$ cat config.mk
export PLATFORM = sky130hd
export DESIGN_NAME = pwrsave_ctrl
export DESIGN_NICKNAME = d
export VERILOG_FILES = /design/src/rtl/pwrsave_pkg.sv /design/src/rtl/ps_halt_guard.sv /design/src/rtl/ps_mode_fsm.sv /design/src/rtl/ps_clk_gate.sv /design/src/rtl/pwrsave_ctrl.sv
export SDC_FILE = /design/constraint.sdc
export NUM_CORES = 1
export LEC_CHECK = 0
export BUFFER_PORTS_ARGS = -buffer_cell sky130_fd_sc_hd__buf_4
export CAP_MARGIN = 20
export CORE_AREA = 3 3 40 42
export CTS_BUF_LIST = sky130_fd_sc_hd__clkbuf_4
export CTS_CLUSTER_DIAMETER = 40
export DETAILED_ROUTE_END_ITERATION = 6
export DIE_AREA = 0 0 43 45
export SETUP_SLACK_MARGIN = 0.02
export SYNTH_ARGS = -nofsm -noshare
export SYNTH_HDL_FRONTEND = slang
export SYNTH_HIERARCHICAL = 1
export SYNTH_SLANG_ARGS = --single-unit
$ cat constraint.sdc
create_clock -name clk -period 1 [get_ports clk]
set_input_delay 0.15 -clock clk [delete_from_list [all_inputs] [get_ports clk]]
set_output_delay 0.15 -clock clk [all_outputs]
set_load 0.05 [all_outputs]
$ cat src/rtl/pwrsave_pkg.sv
package pwrsave_pkg;
  localparam int MODE_W = 2;
  typedef logic [MODE_W-1:0] mode_code_t;
  localparam mode_code_t CODE_IDLE = 2'b01;
  localparam mode_code_t CODE_HALT = 2'b10;
  typedef enum logic [1:0] {PS_RUN = 2'd0, PS_IDLE = 2'd1, PS_HALT = 2'd2} ps_state_e;
endpackage

$ cat src/rtl/ps_halt_guard.sv
// Write-once deep-sleep enable; the lock is cleared only by reset.
module ps_halt_guard #(
  parameter logic RST_VAL = 1'b0
) (
  input  logic clk,
  input  logic rst_n,
  input  logic wr,
  input  logic wdata,
  output logic en
);
  logic locked;

  always_ff @(posedge clk or negedge rst_n) begin
    if (!rst_n) begin
      en     <= RST_VAL;
      locked <= 1'b0;
    end else if (wr && !locked) begin
      en     <= wdata;
      locked <= 1'b1;
    end
  end
endmodule

$ cat src/rtl/ps_mode_fsm.sv
// Sleep state machine with NMI edge wake and one-cycle wake interrupt.
module ps_mode_fsm
  import pwrsave_pkg::*;
(
  input  logic       clk,
  input  logic       rst_n,
  input  logic       req_stb,
  input  mode_code_t req_mode,
  input  logic       halt_en,
  input  logic       nmi,
  output ps_state_e  state,
  output logic       wake_irq
);
  logic      nmi_q;
  logic      nmi_rise;
  ps_state_e state_nx;

  assign nmi_rise = nmi && !nmi_q;

  always_comb begin
    state_nx = state;
    unique case (state)
      PS_RUN: begin
        if (req_stb && req_mode == CODE_IDLE) state_nx = PS_IDLE;
        else if (req_stb && req_mode == CODE_HALT && halt_en) state_nx = PS_HALT;
      end
      PS_IDLE, PS_HALT: if (nmi_rise) state_nx = PS_RUN;
      default: state_nx = PS_RUN;
    endcase
  end

  always_ff @(posedge clk or negedge rst_n) begin
    if (!rst_n) begin
      state    <= PS_RUN;
      nmi_q    <= 1'b0;
      wake_irq <= 1'b0;
    end else begin
      state    <= state_nx;
      nmi_q    <= nmi;
      wake_irq <= (state != PS_RUN) && nmi_rise;
    end
  end
endmodule

$ cat src/rtl/ps_clk_gate.sv
// Stop-clock register on the falling edge so the gated clock never glitches.
module ps_clk_gate (
  input  logic clk,
  input  logic rst_n,
  input  logic stop_req,
  output logic stop_n,
  output logic gclk
);
  always_ff @(negedge clk or negedge rst_n) begin
    if (!rst_n) stop_n <= 1'b1;
    else        stop_n <= !stop_req;
  end

  assign gclk = clk & stop_n;
endmodule

$ cat src/rtl/pwrsave_ctrl.sv
module pwrsave_ctrl
  import pwrsave_pkg::*;
#(
  parameter logic HALT_EN_RST = 1'b0
) (
  input  logic              clk,
  input  logic              rst_n,
  input  logic              req_stb,
  input  logic [MODE_W-1:0] req_mode,
  input  logic              hen_wr,
  input  logic              hen_wdata,
  input  logic              nmi,
  output logic              halt_en_o,
  output logic              halt_o,
  output logic              idle_o,
  output logic              core_en,
  output logic              timer_en,
  output logic              clk_stop_n,
  output logic              core_clk,
  output logic              nmi_irq
);
  ps_state_e state;

  ps_halt_guard #(.RST_VAL(HALT_EN_RST)) u_guard (
    .clk(clk), .rst_n(rst_n), .wr(hen_wr), .wdata(hen_wdata), .en(halt_en_o)
  );

  ps_mode_fsm u_fsm (
    .clk(clk), .rst_n(rst_n), .req_stb(req_stb), .req_mode(req_mode),
    .halt_en(halt_en_o), .nmi(nmi), .state(state), .wake_irq(nmi_irq)
  );

  ps_clk_gate u_gate (
    .clk(clk), .rst_n(rst_n), .stop_req(state == PS_HALT),
    .stop_n(clk_stop_n), .gclk(core_clk)
  );

  assign halt_o   = (state == PS_HALT);
  assign idle_o   = (state == PS_IDLE);
  assign core_en  = (state == PS_RUN);
  assign timer_en = (state != PS_HALT);
endmodule

==> results of run 1 <==
[flip-flops by register name (all words and copies together) (netlist names)]
name            flops
u_fsm/state         2
u_fsm/nmi_q         1
u_fsm/wake_irq      1
u_gate/stop_n       1
u_guard/en          1
u_guard/locked      1
[worst paths after layout]
| kind | cells after the start | end | start |
|---|---|---|---|
| min reg2reg | 1 | u_guard/locked | u_guard/locked |
| max reg2reg | 3 | u_gate/stop_n | u_fsm/state[0] |
| max | 2 | core_clk | u_gate/stop_n |
| min in group asynchronous | 2 | u_guard/locked | rst_n |
| min | 2 | u_guard/en | hen_wdata |
| max in group asynchronous | 2 | u_gate/stop_n | rst_n |
[per-layer routing]
layer,vias up,global-route usage
met5,-,0
met4,0,0.0783
met3,0,0.0637
met2,11,0.192
met1,164,0.109
li1,167,-
[final cells by class]
cell class | instances | share of cell area
Timing Repair Buffer | 26 | 0.334
Multi-Input combinational cell | 19 | 0.299
Sequential cell | 7 | 0.239
Clock buffer | 7 | 0.0801
Tap cell | 15 | 0.0250
Inverter | 3 | 0.0184
Clock inverter | 1 | 0.00501
[stage by stage]
stage / std cells / setup slack, ns / hold WS, ns / area (um2)
3_3_place_gp: 64 / -0.456 / -0.0344 / 556
4_1_cts: 78 / -0.888 / 0.0112 / 736
2_1_floorplan: 30 / -0.601 / -0.146 / 394
5_1_grt: 78 / -0.920 / 0.0197 / 749
6_report: 78 / -0.871 / 0.0209 / 749
3_5_place_dp: 64 / -0.461 / -0.0337 / 556
[critical path, cell delays in order (launching register included)]
cell and delay, ns:
dfstp_2 0.52, and2_4 0.14, buf_8 0.13
[cell families after synthesis]
kind of cell / count (synthesis) / share of synthesized area
flops: 7 / 0.490
buf+inv: 4 / 0.0417
fa+ha+maj: 1 / 0.0347
simple gates: 11 / 0.278
compound gates: 6 / 0.115
mux: 1 / 0.0417
[cell usage after synthesis]
master	count
nor2b_1	1
mux2_4	1
dfstp_2	1
nand4b_4	1
nand3b_1	1
a21o_1	1
dfrtp_1	6
and2_1	1
inv_1	4
or2_2	1
nor2b_4	1
a22oi_1	2
nand2b_4	1
o2bb2ai_1	1
ha_1	1
a21oi_1	2
nor2_1	2
nand2b_1	1
and2b_2	1
[placed cells by master (no fill, tap or decap), drive strengths merged]
cell type	count
a21o	1
a21oi	2
a22oi	2
and2	1
and2b	1
buf	24
clkbuf	6
dfrtp	6
dfstp	1
dlygate4sd3	2
dlymetal6s4s	1
ha	1
inv	4
mux2	1
nand2b	2
nand3b	1
nand4b	1
nor2	2
nor2b	2
o2bb2ai	1
or2	1
[report_power, final]
group | internal (W) | leakage, nW | switching [W]
registers | 0.000354 | 0.0809 | 0.0000390
clock network | 0.000446 | 0.0450 | 0.000338
logic | 0.000747 | 0.237 | 0.000742
[repair_timing]
action,4_1_cts,5_1_grt
setup buffers,5,0
hold buffers,3,0
endpoints found under the hold margin,8,0
pin swaps,5,1
endpoints found under the setup margin,12,14
resized for setup,17,4
==> metrics.txt, run 1 <==
sequential area share after synthesis=0.490; Hold Crit Class=input pin to register; synthesized net count=39; row cnt=13; initial antenna violation count=0; first-pass GRT wire length=1520 um; met2 WL=approximately 550 um; Worst slew margin=0.886; die width=43 um; Distinct cells, synth=19; Worst EP required=0.85 ns; drt first pass iters=3; critical path arrival=1.72 ns; met1 wire length=341 um; remaining antenna violation count=0; area grow syn2layout=108%; pins over their slew limit=0; largest net degree at the start of global routing=8; Setup Crit Path Kind=register to primary output; FF-to-FF setup slack=-0.25 ns; antenna diode count=0; Synth Cell Area=360 um2; IO Count=16; final WL=938 um; area leader, netlist=dfrtp_1; final net count=73; fillcell total=approximately 110; Post-Syn Area per Cell=12.0 um2; DR vias/cell=4.38; total number of vias=approximately 340; Skew-Pair Late Insertion Delay=0.43 ns; PortBufs=15; vias in the first global route=378; FF+latch area=179 um2; Synth top area share=0.417; post-DR wirelength/cell=12.0 um; Setup crit start kind=register; synthesized flop and latch total=7; Worst-path clk slew=~0.050 ns; CP endpoint kind=primary output; multi-input gate area in the final layout=224 um2; fin util=0.583; Met3 Routed Length=45 um; # DRC=0; uppermost layer routed=met3; Yosys warnings=6; VDD IR-drop max=approximately 1.6 mV; Area contributors post-synth=dfrtp_1, dfstp_2, nand4b_4; Final Hold Fails=0; DPL Wire Length=around 600 um; Setup WS post-layout=-0.871 ns; pwr dens=about 3600 mW/mm2; failing checks=setup timing; Tot Pwr=0.00267 W; DR iter-0 viols=3; Setup Skew=0.0731 ns; global route overflow=0; P_leak=0.363 nW; Max Cap Viol=0; synthesized instance count=30; core area=0.00128 mm2; Die H=approximately 45 um; status=finished with violations; RSZ-0062 raised after global routing=true; RD Place Congestion=~0.65; Initial Util=0.280; Crit Path Max Fanout=2; share of layout cells above drive strength 1=0.810; Tot GR Track Use=0.115; setup_tns=-3.74 ns; final setup vio count=13; Die ar.=roughly 0.0019 mm2; CTS tree=yes; slew at the pin closest to its max-slew limit=about 0.17 ns
No activity file was read; power rests on OpenSTA's default activity.
==> run 2: changes to the inputs <==
SKIP_LAST_GASP = 1   (was default)
==> run 2 against run 1 <==
Net effect: the run still ends with setup timing left; critical path depth unchanged; global-route usage did not move; clock power about the same; sequential cell count unchanged; power decreased by 0.28%; worst hold slack about the same; die area unchanged; non-clock buffer count unchanged; critical path type unchanged.
==> metrics.txt, run 2 (synthesized netlist as in run 1, its figures left out) <==
status=finished with violations; failing checks=setup timing; commonest non-fill, non-tap cells in the layout=buf_4, buf_6, clkbuf_4, dfrtp_1; setup_tns=-3.74 ns (+0.00260 ns); final setup vio count=13 (unchanged); Setup Crit Path Kind=register to primary output; Setup crit start kind=register; Crit path max-delay family=flip-flops; CTS tree=yes; P_leak=0.363 nW (about the same); Hold Path End=u_guard/en; DR vias/cell=4.38 (unchanged); RD Place Congestion=0.654 (unchanged); slew at the pin closest to its max-slew limit=0.171 ns (+0.00000262 ns); Setup Skew=0.0732 ns (+0.0000939 ns); hold path start=hen_wdata; Die ar.=0.00194 mm2 (unchanged); total number of vias=342 (unchanged); Worst slew margin=0.886 (about the same); area grow syn2layout=107%; PortBufs=15 (unchanged); pwr dens=3560 mW/mm2 (about the same); Tot Pwr=0.00266 W (-0.28%); commonest non-fill, non-tap cell in the layout=buf_4; Setup WS post-layout=-0.871 ns (+0.000179 ns); Hold Crit Class=input pin to register; Largest register FFs=2 (unchanged); share of layout cells above drive strength 1=0.794 (-0.0159); vias in the first global route=379 (+0.26%); FF-to-FF setup slack=-0.25 ns (about the same); RSZ-0062 raised after global routing=true; drt first pass iters=3 (unchanged); fillcell total=116 (+1.8%); CP endpoint kind=primary output; WHS=0.0211 ns (+0.000280 ns); final net count=73 (unchanged); # DRC=0 (unchanged); Buf/Inv on CP=1 (unchanged); worst r2r src=u_fsm/state[0]; DPL Wire Length=601 um (unchanged); Skew-Pair Late Insertion Delay=0.43 ns (about the same); initial antenna violation count=0 (unchanged); IO Count=16 (unchanged); global route overflow=0 (unchanged); first-pass GRT wire length=1520 um (unchanged); crit path max-delay cell type=dfstp_2; post-place setup slack=-0.461 ns (unchanged); remaining antenna violation count=0 (unchanged); antenna diode count=0 (unchanged); Crit Path Max Fanout=2 (unchanged); Worst EP required=0.85 ns (about the same); critical path arrival=1.72 ns (about the same); DR iter-0 viols=3 (unchanged); VDD IR-drop max=1.62 mV (about the same); Tot GR Track Use=0.115 (unchanged); core area=0.00128 mm2 (unchanged); post-DR wirelength/cell=12.0 um (-0.21%); Final Hold Fails=0 (unchanged); worst path cell trace=and2_4, buf_8; worst r2r dst=u_gate/stop_n; largest net degree at the start of global routing=8 (unchanged); Max Cap Viol=0 (unchanged); die width=43 um (unchanged); Crit path largest cell delay=0.52 ns (about the same); R2R depth=3 (unchanged); Worst-path clk slew=0.05 ns (about the same); final WL=936 um (-0.21%); WHS Path Cells=2 (unchanged); Initial Util=0.280 (unchanged); row cnt=13 (unchanged); pins over their slew limit=0 (unchanged); Die H=45 um (unchanged); Reg with most FFs=u_fsm/state
-- run 2: changes by cell type in the layout (fill, tap and decap cells not counted) --
| cell | delta |
|---|---|
| nor2_1 | +1 |
| nor2_2 | -1 |
-- run 2: worst max-delay path by stage --
stage                     to  cells past startpoint  slack [ns]          start
floorplan           core_clk                      1       -0.60  u_gate/stop_n
global placement    core_clk                      2       -0.46  u_gate/stop_n
detailed placement  core_clk                      2       -0.46  u_gate/stop_n
CTS                 core_clk                      2       -0.89  u_gate/stop_n
global route        core_clk                      2       -0.92  u_gate/stop_n
finish              core_clk                      2       -0.87  u_gate/stop_n
-- run 2: area by class of cell --
| type | instances | area (um2) | share of cell area |
|---|---|---|---|
| Multi-Input combinational cell | 19 | 221 | 0.296 |
| Clock inverter | 1 | 3.75 | 0.00503 |
| Inverter | 3 | 13.8 | 0.0184 |
| Timing Repair Buffer | 26 | 250 | 0.335 |
| Tap cell | 15 | 18.8 | 0.0251 |
| Sequential cell | 7 | 179 | 0.240 |
| Clock buffer | 7 | 60.1 | 0.0804 |
-- run 2: metrics by stage --
stage               cell area [um2]  instances   util
floorplan                       394         30      -
global placement                556         64  0.432
detailed placement              556         64  0.432
CTS                             732         78  0.570
global route                    747         78  0.581
finish                          747         78  0.581
-- run 2: power breakdown --
part           internal (W)  switching (W)
Clock              0.000446       0.000337
Sequential         0.000354      0.0000389
Combinational      0.000746       0.000736
-- run 2: layer usage --
layer  global-route usage  vias to the layer above  wire length [um]
li1                     -                      167                 -
met1                0.109                      164               340
met2                0.192                       11               550
met3               0.0637                        0                45
met4               0.0783                        0                 0
met5                    0                        -                 0
-- run 2: timing repair --
item                                   in CTS  in global routing
hold buffers                                3                  0
pin swaps                                   4                  1
setup endpoints to repair                  12                 14
gates resized for setup                    16                  4
buffers inserted                            5                  0
endpoints found under the hold margin       8                  0
